===== src/rtl/intc_l2_pkg.sv =====
package intc_l2_pkg;

    localparam int LINE_W = 32;
    localparam int ADDR_W = 2;

    typedef logic [LINE_W-1:0] line_vec_t;
    typedef logic [ADDR_W-1:0] word_addr_t;

    localparam word_addr_t ADDR_ENABLE = 2'd0;
    localparam word_addr_t ADDR_STATUS = 2'd1;

    typedef enum logic [0:0] {
        BUS_IDLE = 1'b0,
        BUS_RESP = 1'b1
    } bus_state_t;

endpackage


===== src/rtl/intc_regbank.sv =====
module intc_regbank
    import intc_l2_pkg::*;
#(
    parameter line_vec_t CONN_MASK = 32'h0000_0FFF
) (
    input  logic       clk,
    input  logic       rst_n,
    input  logic       req_valid,
    input  logic       req_write,
    input  word_addr_t req_addr,
    input  line_vec_t  req_wdata,
    input  line_vec_t  status_lvl,
    output logic       resp_valid,
    output line_vec_t  resp_rdata,
    output line_vec_t  enable_q
);

    bus_state_t state_q;
    bus_state_t state_d;
    line_vec_t  rdata_q;
    line_vec_t  rd_mux;
    logic       accept;

    assign accept = (state_q == BUS_IDLE) && req_valid;

    // state register
    always_ff @(posedge clk or negedge rst_n) begin
        if (!rst_n) begin
            state_q <= BUS_IDLE;
        end else begin
            state_q <= state_d;
        end
    end

    // next state
    always_comb begin
        state_d = state_q;
        unique case (state_q)
            BUS_IDLE: if (req_valid) state_d = BUS_RESP;
            BUS_RESP: state_d = BUS_IDLE;
            default:  state_d = BUS_IDLE;
        endcase
    end

    // read selection
    always_comb begin
        rd_mux = '0;
        unique case (req_addr)
            ADDR_ENABLE: rd_mux = enable_q;
            ADDR_STATUS: rd_mux = status_lvl;
            default:     rd_mux = '0;
        endcase
    end

    // enable word and captured read data
    always_ff @(posedge clk or negedge rst_n) begin
        if (!rst_n) begin
            enable_q <= '0;
            rdata_q  <= '0;
        end else if (accept) begin
            if (req_write) begin
                rdata_q <= '0;
                if (req_addr == ADDR_ENABLE) begin
                    enable_q <= req_wdata & CONN_MASK;
                end
            end else begin
                rdata_q <= rd_mux;
            end
        end
    end

    // outputs
    always_comb begin
        resp_valid = (state_q == BUS_RESP);
        resp_rdata = rdata_q;
    end

    assert_resp_after_accept_R8: assert property (@(posedge clk) disable iff (!rst_n)
        accept |=> resp_valid);

    assert_resp_single_R8: assert property (@(posedge clk) disable iff (!rst_n)
        resp_valid |=> !resp_valid);

    assert_drop_in_resp_R8: assert property (@(posedge clk) disable iff (!rst_n)
        resp_valid |=> $stable(enable_q));

    assert_status_ro_R3: assert property (@(posedge clk) disable iff (!rst_n)
        (accept && req_write && (req_addr != ADDR_ENABLE)) |=> $stable(enable_q));

endmodule


===== src/rtl/intc_group_or.sv =====
module intc_group_or
    import intc_l2_pkg::*;
#(
    parameter int                          NUM_GROUPS = 2,
    parameter logic [NUM_GROUPS*LINE_W-1:0] MAP_MASKS  = {32'h0000_0140, 32'h0000_0EB8},
    parameter line_vec_t                   FWD_MASK   = 32'h0000_0007,
    parameter line_vec_t                   CONN_MASK  = 32'h0000_0FFF
) (
    input  logic                  clk,
    input  logic                  rst_n,
    input  line_vec_t             src_lvl,
    input  line_vec_t             enable,
    output logic [NUM_GROUPS-1:0] grp_irq
);

    localparam line_vec_t GATED_LINES = CONN_MASK & ~FWD_MASK;

    line_vec_t live_terms;
    assign live_terms = src_lvl & enable & GATED_LINES;

    for (genvar g = 0; g < NUM_GROUPS; g++) begin : g_grp
        localparam line_vec_t THIS_MAP = MAP_MASKS[g*LINE_W +: LINE_W];
        logic hit;
        assign hit = |(live_terms & THIS_MAP);

        always_ff @(posedge clk or negedge rst_n) begin
            if (!rst_n) begin
                grp_irq[g] <= 1'b0;
            end else begin
                grp_irq[g] <= hit;
            end
        end
    end

    assert_quiet_when_disabled_R1: assert property (@(posedge clk) disable iff (!rst_n)
        ($past(enable) == '0) |-> (grp_irq == '0));

    assert_fwd_excluded_R6: assert property (@(posedge clk) disable iff (!rst_n)
        ($past(src_lvl & ~FWD_MASK) == '0) |-> (grp_irq == '0));

endmodule


===== src/rtl/intc_fwd_path.sv =====
module intc_fwd_path
    import intc_l2_pkg::*;
#(
    parameter line_vec_t FWD_MASK  = 32'h0000_0007,
    parameter line_vec_t CONN_MASK = 32'h0000_0FFF
) (
    input  logic      clk,
    input  logic      rst_n,
    input  line_vec_t src_lvl,
    output line_vec_t fwd_irq
);

    localparam line_vec_t PASS_LINES = FWD_MASK & CONN_MASK;

    always_ff @(posedge clk or negedge rst_n) begin
        if (!rst_n) begin
            fwd_irq <= '0;
        end else begin
            fwd_irq <= src_lvl & PASS_LINES;
        end
    end

endmodule


===== src/rtl/intc_l2_aggregator.sv =====
module intc_l2_aggregator
    import intc_l2_pkg::*;
#(
    parameter int                           NUM_GROUPS = 2,
    parameter logic [NUM_GROUPS*32-1:0]     MAP_MASKS  = {32'h0000_0140, 32'h0000_0EB8},
    parameter logic [31:0]                  FWD_MASK   = 32'h0000_0007,
    parameter logic [31:0]                  CONN_MASK  = 32'h0000_0FFF
) (
    input  logic                  clk,
    input  logic                  rst_n,
    input  logic [31:0]           src_irq,
    input  logic                  req_valid,
    input  logic                  req_write,
    input  logic [1:0]            req_addr,
    input  logic [31:0]           req_wdata,
    output logic                  resp_valid,
    output logic [31:0]           resp_rdata,
    output logic [NUM_GROUPS-1:0] grp_irq,
    output logic [31:0]           fwd_irq
);

    line_vec_t status_lvl;
    line_vec_t enable_q;

    assign status_lvl = src_irq & CONN_MASK;

    intc_regbank #(
        .CONN_MASK (CONN_MASK)
    ) u_regbank (
        .clk        (clk),
        .rst_n      (rst_n),
        .req_valid  (req_valid),
        .req_write  (req_write),
        .req_addr   (req_addr),
        .req_wdata  (req_wdata),
        .status_lvl (status_lvl),
        .resp_valid (resp_valid),
        .resp_rdata (resp_rdata),
        .enable_q   (enable_q)
    );

    intc_group_or #(
        .NUM_GROUPS (NUM_GROUPS),
        .MAP_MASKS  (MAP_MASKS),
        .FWD_MASK   (FWD_MASK),
        .CONN_MASK  (CONN_MASK)
    ) u_group (
        .clk     (clk),
        .rst_n   (rst_n),
        .src_lvl (status_lvl),
        .enable  (enable_q),
        .grp_irq (grp_irq)
    );

    intc_fwd_path #(
        .FWD_MASK  (FWD_MASK),
        .CONN_MASK (CONN_MASK)
    ) u_fwd (
        .clk     (clk),
        .rst_n   (rst_n),
        .src_lvl (src_irq),
        .fwd_irq (fwd_irq)
    );

    // one cycle after reset the output registers reflect sampled inputs
    logic armed_q;
    always_ff @(posedge clk or negedge rst_n) begin
        if (!rst_n) armed_q <= 1'b0;
        else        armed_q <= 1'b1;
    end

    assert_fwd_transparent_R5: assert property (@(posedge clk) disable iff (!rst_n)
        armed_q |-> (fwd_irq == ($past(src_irq) & FWD_MASK & CONN_MASK)));

    assert_unconn_quiet_R7: assert property (@(posedge clk) disable iff (!rst_n)
        (armed_q && ($past(src_irq & CONN_MASK) == '0)) |-> ((grp_irq == '0) && (fwd_irq == '0)));

endmodule


===== config.mk =====
export PLATFORM = sky130hd
export DESIGN_NAME = intc_l2_aggregator
export DESIGN_NICKNAME = d
export VERILOG_FILES = /design/src/rtl/intc_l2_pkg.sv /design/src/rtl/intc_regbank.sv /design/src/rtl/intc_group_or.sv /design/src/rtl/intc_fwd_path.sv /design/src/rtl/intc_l2_aggregator.sv
export SDC_FILE = /design/constraint.sdc
export NUM_CORES = 1
export LEC_CHECK = 0
export CAP_MARGIN = 15
export CORE_MARGIN = 5
export CORE_UTILIZATION = 33
export CTS_BUF_LIST = sky130_fd_sc_hd__clkbuf_2 sky130_fd_sc_hd__clkbuf_4 sky130_fd_sc_hd__clkbuf_8
export DETAILED_ROUTE_END_ITERATION = 16
export PLACE_DENSITY = 0.8
export SYNTH_ARGS = -nofsm -noshare
export SYNTH_HDL_FRONTEND = slang
export SYNTH_SLANG_ARGS = --single-unit

===== constraint.sdc =====
create_clock -name clk -period 1.82 [get_ports clk]
set_input_delay 0.273 -clock clk [delete_from_list [all_inputs] [get_ports clk]]
set_output_delay 0.273 -clock clk [all_outputs]
set_load 0.02 [all_outputs]

Yosys cells after proc, flatten, opt, wreduce, memory -nomap -nowiden
Index checks and enable logic that the tools add are counted.
Word-level totals
  word-level logic and storage cells: 18
  flip-flop bits (word level): 50
  bits of input ports: 70
Cells by class
  bitwise operators: 2
  equality and inequality tests: 1
  reduce and logical (&&, ||, !) cells: 5
  mux-type cells: 4
Operators with widths (number)
  $mux 32: 1
  $pmux 12 s2: 1
  $and 12x12->12: 1
  $reduce_or 7->1: 1
  $reduce_and 3->1: 1
  $eq 2x1->1 const B: 1
  $logic_not 2->1: 1
  $pmux 1 s2: 1
  $reduce_or 2->1: 1
  $logic_and 1x1->1: 1
  $mux 1: 1
  $not 1->1: 1

Longest topological paths before layout
  depth after elaboration: 3
  depth in mapped cells: 4

Cells and area by module
Synthesis repeated with hierarchy kept, for this count alone.
Second synthesis, totals
  cells, all modules: 192
  area total of the unflattened synthesis: 2331.0 sq um
By module, submodules not included
  intc_regbank: sequential area each 1126.1 sq um, instances 1, cells an instance 151, area an instance 1941.9 sq um
  intc_fwd_path: sequential area each 75.1 sq um, instances 1, cells an instance 33, area an instance 296.5 sq um
  intc_group_or: sequential area each 50.0 sq um, instances 1, cells an instance 7, area an instance 88.8 sq um
  intc_l2_aggregator: sequential area each 0.0 sq um, instances 1, cells an instance 1, area an instance 3.8 sq um

Worst setup path before layout
No wires, ideal clock.
  kind: flip-flop to flip-flop
  start: register u_regbank.state_q, in the netlist u_regbank.resp_valid
  end: register u_regbank.enable_q[0]
  library setup time: 0.125 ns
  data arrival time: 1.569 ns
  cell stages (with the launch flop): 5
  buffers on the path: 1
  period minus slack after synthesis: 1.694 ns
  required time: 1.695 ns
  path slack: 0.126 ns
  path through: dfrtp_1 -> nand2b_4 -> or4b_4 -> buf_6 -> mux2_4
Between the ends
  word-level cells in the longest chain between the ends: 3
Ends and longest elaborated chain
  start: declaration: line intc_regbank.sv:18  | bus_state_t state_q;
  start signal: assignment: line intc_regbank.sv:31  | state_q <= state_d;
  $not 1->1: line intc_regbank.sv:24  | assign accept = (state_q == BUS_IDLE) && req_valid;
  $logic_and 1x1->1: line intc_regbank.sv:24
  $reduce_and 3->1 (no line)
  end signal: assignment: line intc_regbank.sv:64  | enable_q <= req_wdata & CONN_MASK;
  end: declaration: line intc_regbank.sv:15  | output line_vec_t enable_q
Every way passes these cells.
A chain may end at the register's enable or synchronous reset.

Worst setup path after layout
  start: input port req_valid
  end: register u_regbank.enable_q[10]
Between the ends
  word-level cells in the longest chain between the ends: 2
Ends and longest elaborated chain
  start: declaration: line intc_l2_aggregator.sv:12  | input logic req_valid,
  $logic_and 1x1->1: line intc_regbank.sv:24
  $reduce_and 3->1 (no line)
Every way passes these cells.

==> flow_results.org <==
** STA
- The number of endpoints with negative hold slack in the final report was 0.
- Clk_skew :: 0.002223 ns
- Hold is met by 0.3877 ns.
- The final-report max-slew violation count was 0.
- Worst Slack Setup Final :: 0.1599 ns
- Unrepaired setup endpoints after global routing :: no
- Dividing the final minimum period by the clock period gives between 90% and 100%.
- After layout, the minimum clock period comes to between 1.5 and 2 ns.
- Setup violators final :: 0
- Peak clock frequency supported by timing :: 602.4 MHz

** Die
- The initial utilization of the core area, before any placement, comes to ~34%.
- Core Box Area :: 0.004755 mm²
- Row cnt :: 25
- Vert. Die Dim :: 80.07 µm
- Horizontal extent of the die :: 80.07 µm
- The die covers 0.006411 mm².
- Number of top-level pins :: 137

** Clock network
- Post CTS Setup Buffer Count :: 0
- After clock tree synthesis, the clock-pin slew on the worst setup and hold paths is 0.06 ns.
- Number of clock sinks :: 30
- In this run, post-CTS hold repair placed 0 buffers.
- For the worst-skew pair, the clock arrives at the later sink with an insertion delay of 0.27 ns.
- Post-cts gate resize count :: 0
- In this run the deepest clock path goes through 2 buffers.
- Total clock buffers created by CTS :: 5
- In this run the number of H-tree levels came out at 2.
- TritonCTS built the clock tree.
- Root Driver :: clkbuf_8

** Pwr
- Pwr Total :: 1883 µW
- For this design the static power due to leakage is between 0.001 and 0.0015 µW.
- The share of total power dissipated in the clock network is 29.2%.
- Total internal power :: 1343 µW
- Sequential power share :: 44.3%
- The analysis attributes to net switching a power of about 540 µW.
- Power density of the placed cells :: 901.7 mW/mm²
- Maximum resistive drop on vdd :: about 0.44 mV
- Switching Share :: between 20% and 30%
- Combinational logic burns between 20% and 30% of the power.

** Routing
- DRC violations left :: 0
- Antenna violation net count after detailed routing :: 0
- Across all layers, the routed design uses 987 vias.
- In this run, the number of DRC markers left after iteration 0 of detailed routing was 26.
- For this block, the routed nets add up to 3142 µm of wire.
- Via count normalized by instance count :: between 3 and 4
- In the final routed layout, each cell accounts on average for 11.99 µm.
- The first detailed-routing pass ran for 4 iterations.

** Synth
- In the synthesized netlist, the number of instances is 141.
- Counting flops and latches in the post-synthesis netlist gives 30.
- The number of different library cells used by synthesis comes to 19.
- Yosys printed 0 warnings.
- Of the synthesized area, sequential elements account for a little under half.
- Post-synthesis instance area :: 0.001620 mm²
- Syn Area/Cell :: 11.49 µm²

** Place
- Worst setup slack before clock tree synthesis :: -0.1323 ns
- At the end of routability-driven placement, the weighted congestion stood at slightly above 0.7.
- Buffers placed on the I/O ports in this run total 47.
- Half-perimeter wire length after placement :: 2488 µm

** Worst hold path
- HP Class :: primary input to async pin

** Global route
- Global routing used between 9 and 10% of the available tracks.
- Met2 Usage GRT :: 16.72%
- Global routing used about 11% of the available met1 tracks.
- Wire length of the first global-routing pass :: approximately 4800 µm
- Vias in the first global route :: 955
- Largest net degree at the start of global routing :: 31
- Most congested layer reported by global routing :: met2
- After global routing the overflow that remains totals 0.
- Global routing consumed, on the met3 layer, 4.484% of the routing resources.
- The initial antenna violation count is 0.

** Finish
- 0 antenna diodes ended up in the layout.
- Net total in the final layout :: 264
- Compared with the post-synthesis result, the final layout area differs by 28.88%.
- Share of final-layout standard cells stronger than drive strength 1 :: 13.33%
- Core occupancy in the finished layout :: 43.92%

** Critical path
- Reg-to-reg critical path endpoint :: u_regbank.enable_q[10]$_DFFE_PN0P_
- STA classifies the critical path startpoint as a primary input.
- The most critical setup path has its startpoint at req_valid.
- Highest net fanout along the worst path :: 12
- Worst setup path category :: primary input to register
- For the worst setup path, the data required time is 1.97 ns.
- Reg2Reg Depth :: 3
- Data on the critical path arrives at its endpoint at 1.81 ns.
- Reg2Reg Launch Point :: u_regbank.resp_valid$_DFF_PN0_
- The setup check on the worst reg-to-reg path leaves a slack of ~0.22 ns.
- Endpoint type of the worst setup path :: register

** Flow run
- Max_cap viols :: 0

** Run status
- Status :: finished clean
-- how the worst max path moves through the flow --
stage / endpoint / slack, ns
after floorplan: u_regbank.enable_q[0]$_DFFE_PN0P_ / 0.13
after global placement: u_regbank.enable_q[0]$_DFFE_PN0P_ / -0.12
after detailed placement: u_regbank.enable_q[10]$_DFFE_PN0P_ / -0.13
after CTS: u_regbank.enable_q[6]$_DFFE_PN0P_ / 0.16
after global routing: u_regbank.enable_q[11]$_DFFE_PN0P_ / 0.14
final: u_regbank.enable_q[10]$_DFFE_PN0P_ / 0.16
-- power by group through the flow --
stage               Sequential, µW  Combinational (µW)  Clock, µW
floorplan                      885                 338          0
global placement               844                 492          0
detailed placement             849                 501          0
CTS                            836                 502        569
global route                   851                 538        602
finish                         835                 498        551
-- layer usage --
layer | share of wire, % | vias up
met1 | 37 | 460
li1 | - | 474
met2 | 52 | 51
met4 | 0.51 | 0
met5 | 0 | -
met3 | 11 | 2
-- metrics by stage --
step | instances | setup TNS, ns | cell area [µm²]
2_1_floorplan | 189 | 0 | 1800
3_3_place_gp | 254 | -1.421 | 1993
3_5_place_dp | 254 | -1.492 | 1993
4_1_cts | 262 | 0 | 2088
5_1_grt | 262 | 0 | 2088
6_report | 262 | 0 | 2088
-- cells in the mapped netlist --
master | count | area, µm²
a222oi_1 | 1 | 10.01
a22o_1 | 1 | 8.760
a22oi_1 | 2 | 15.01
buf_2 | 1 | 5.000
buf_4 | 49 | 367.9
buf_6 | 1 | 11.26
clkbuf_1 | 2 | 7.510
conb_1 | 1 | 3.750
dfrtp_1 | 30 | 750.7
inv_1 | 1 | 3.750
mux2_2 | 2 | 22.52
mux2_4 | 10 | 150.1
mux2i_1 | 12 | 120.1
nand2_1 | 12 | 45.04
nand2b_4 | 1 | 13.76
nand3_1 | 1 | 5.000
o21ai_0 | 12 | 60.06
or3_1 | 1 | 6.260
or4b_4 | 1 | 13.76
-- cell type report --
type,instances,area [µm²]
clock buffer,7,90.09
clock inverter,1,5.005
fill,451,2666
inverter,1,3.754
multi-input combinational,105,654.4
sequential,30,750.7
tap,67,83.83
timing repair buffer,51,500.5
-- cells in the final DEF (no fill, tap or decap), types with 2 or more instances in the layout --
cell type | Yosys | layout
buf_4 | 49 | 4
conb_1 | 1 | 49
o21ai_0 | 12 | 12
a22oi_1 | 2 | 2
dfrtp_1 | 30 | 30
nand2_1 | 12 | 12
mux2i_1 | 12 | 12
clkbuf_8 | 0 | 6
clkdlybuf4s50_1 | 0 | 47
mux2_4 | 10 | 10
mux2_2 | 2 | 2
-- critical path: stages --
cell             delay, ns
clkdlybuf4s50_1       0.50
nand2b_4              0.06
or4b_4                0.62
mux2_4                0.34
-- sequential cells by signal, summed over array words and instances (netlist names) --
name and cells:
u_fwd.fwd_irq 3, u_regbank.resp_valid 1, u_group.grp_irq 2, u_regbank.enable_q 12, u_regbank.resp_rdata 12
-- cells by family (layout without fill, tap and decap cells) --
group                  count (synthesis)  after routing  share of synthesized area [%]
AO/OA/AOI/OAI                         16             16                          5.792
buffers and inverters                 54             60                          24.40
flip-flops                            30             30                          46.33
multiplexers                          24             24                          18.07
other                                  1             49                         0.2314
AND/OR/NAND/NOR                       16             16                          5.173
No activity file was read; power rests on OpenSTA's default activity.
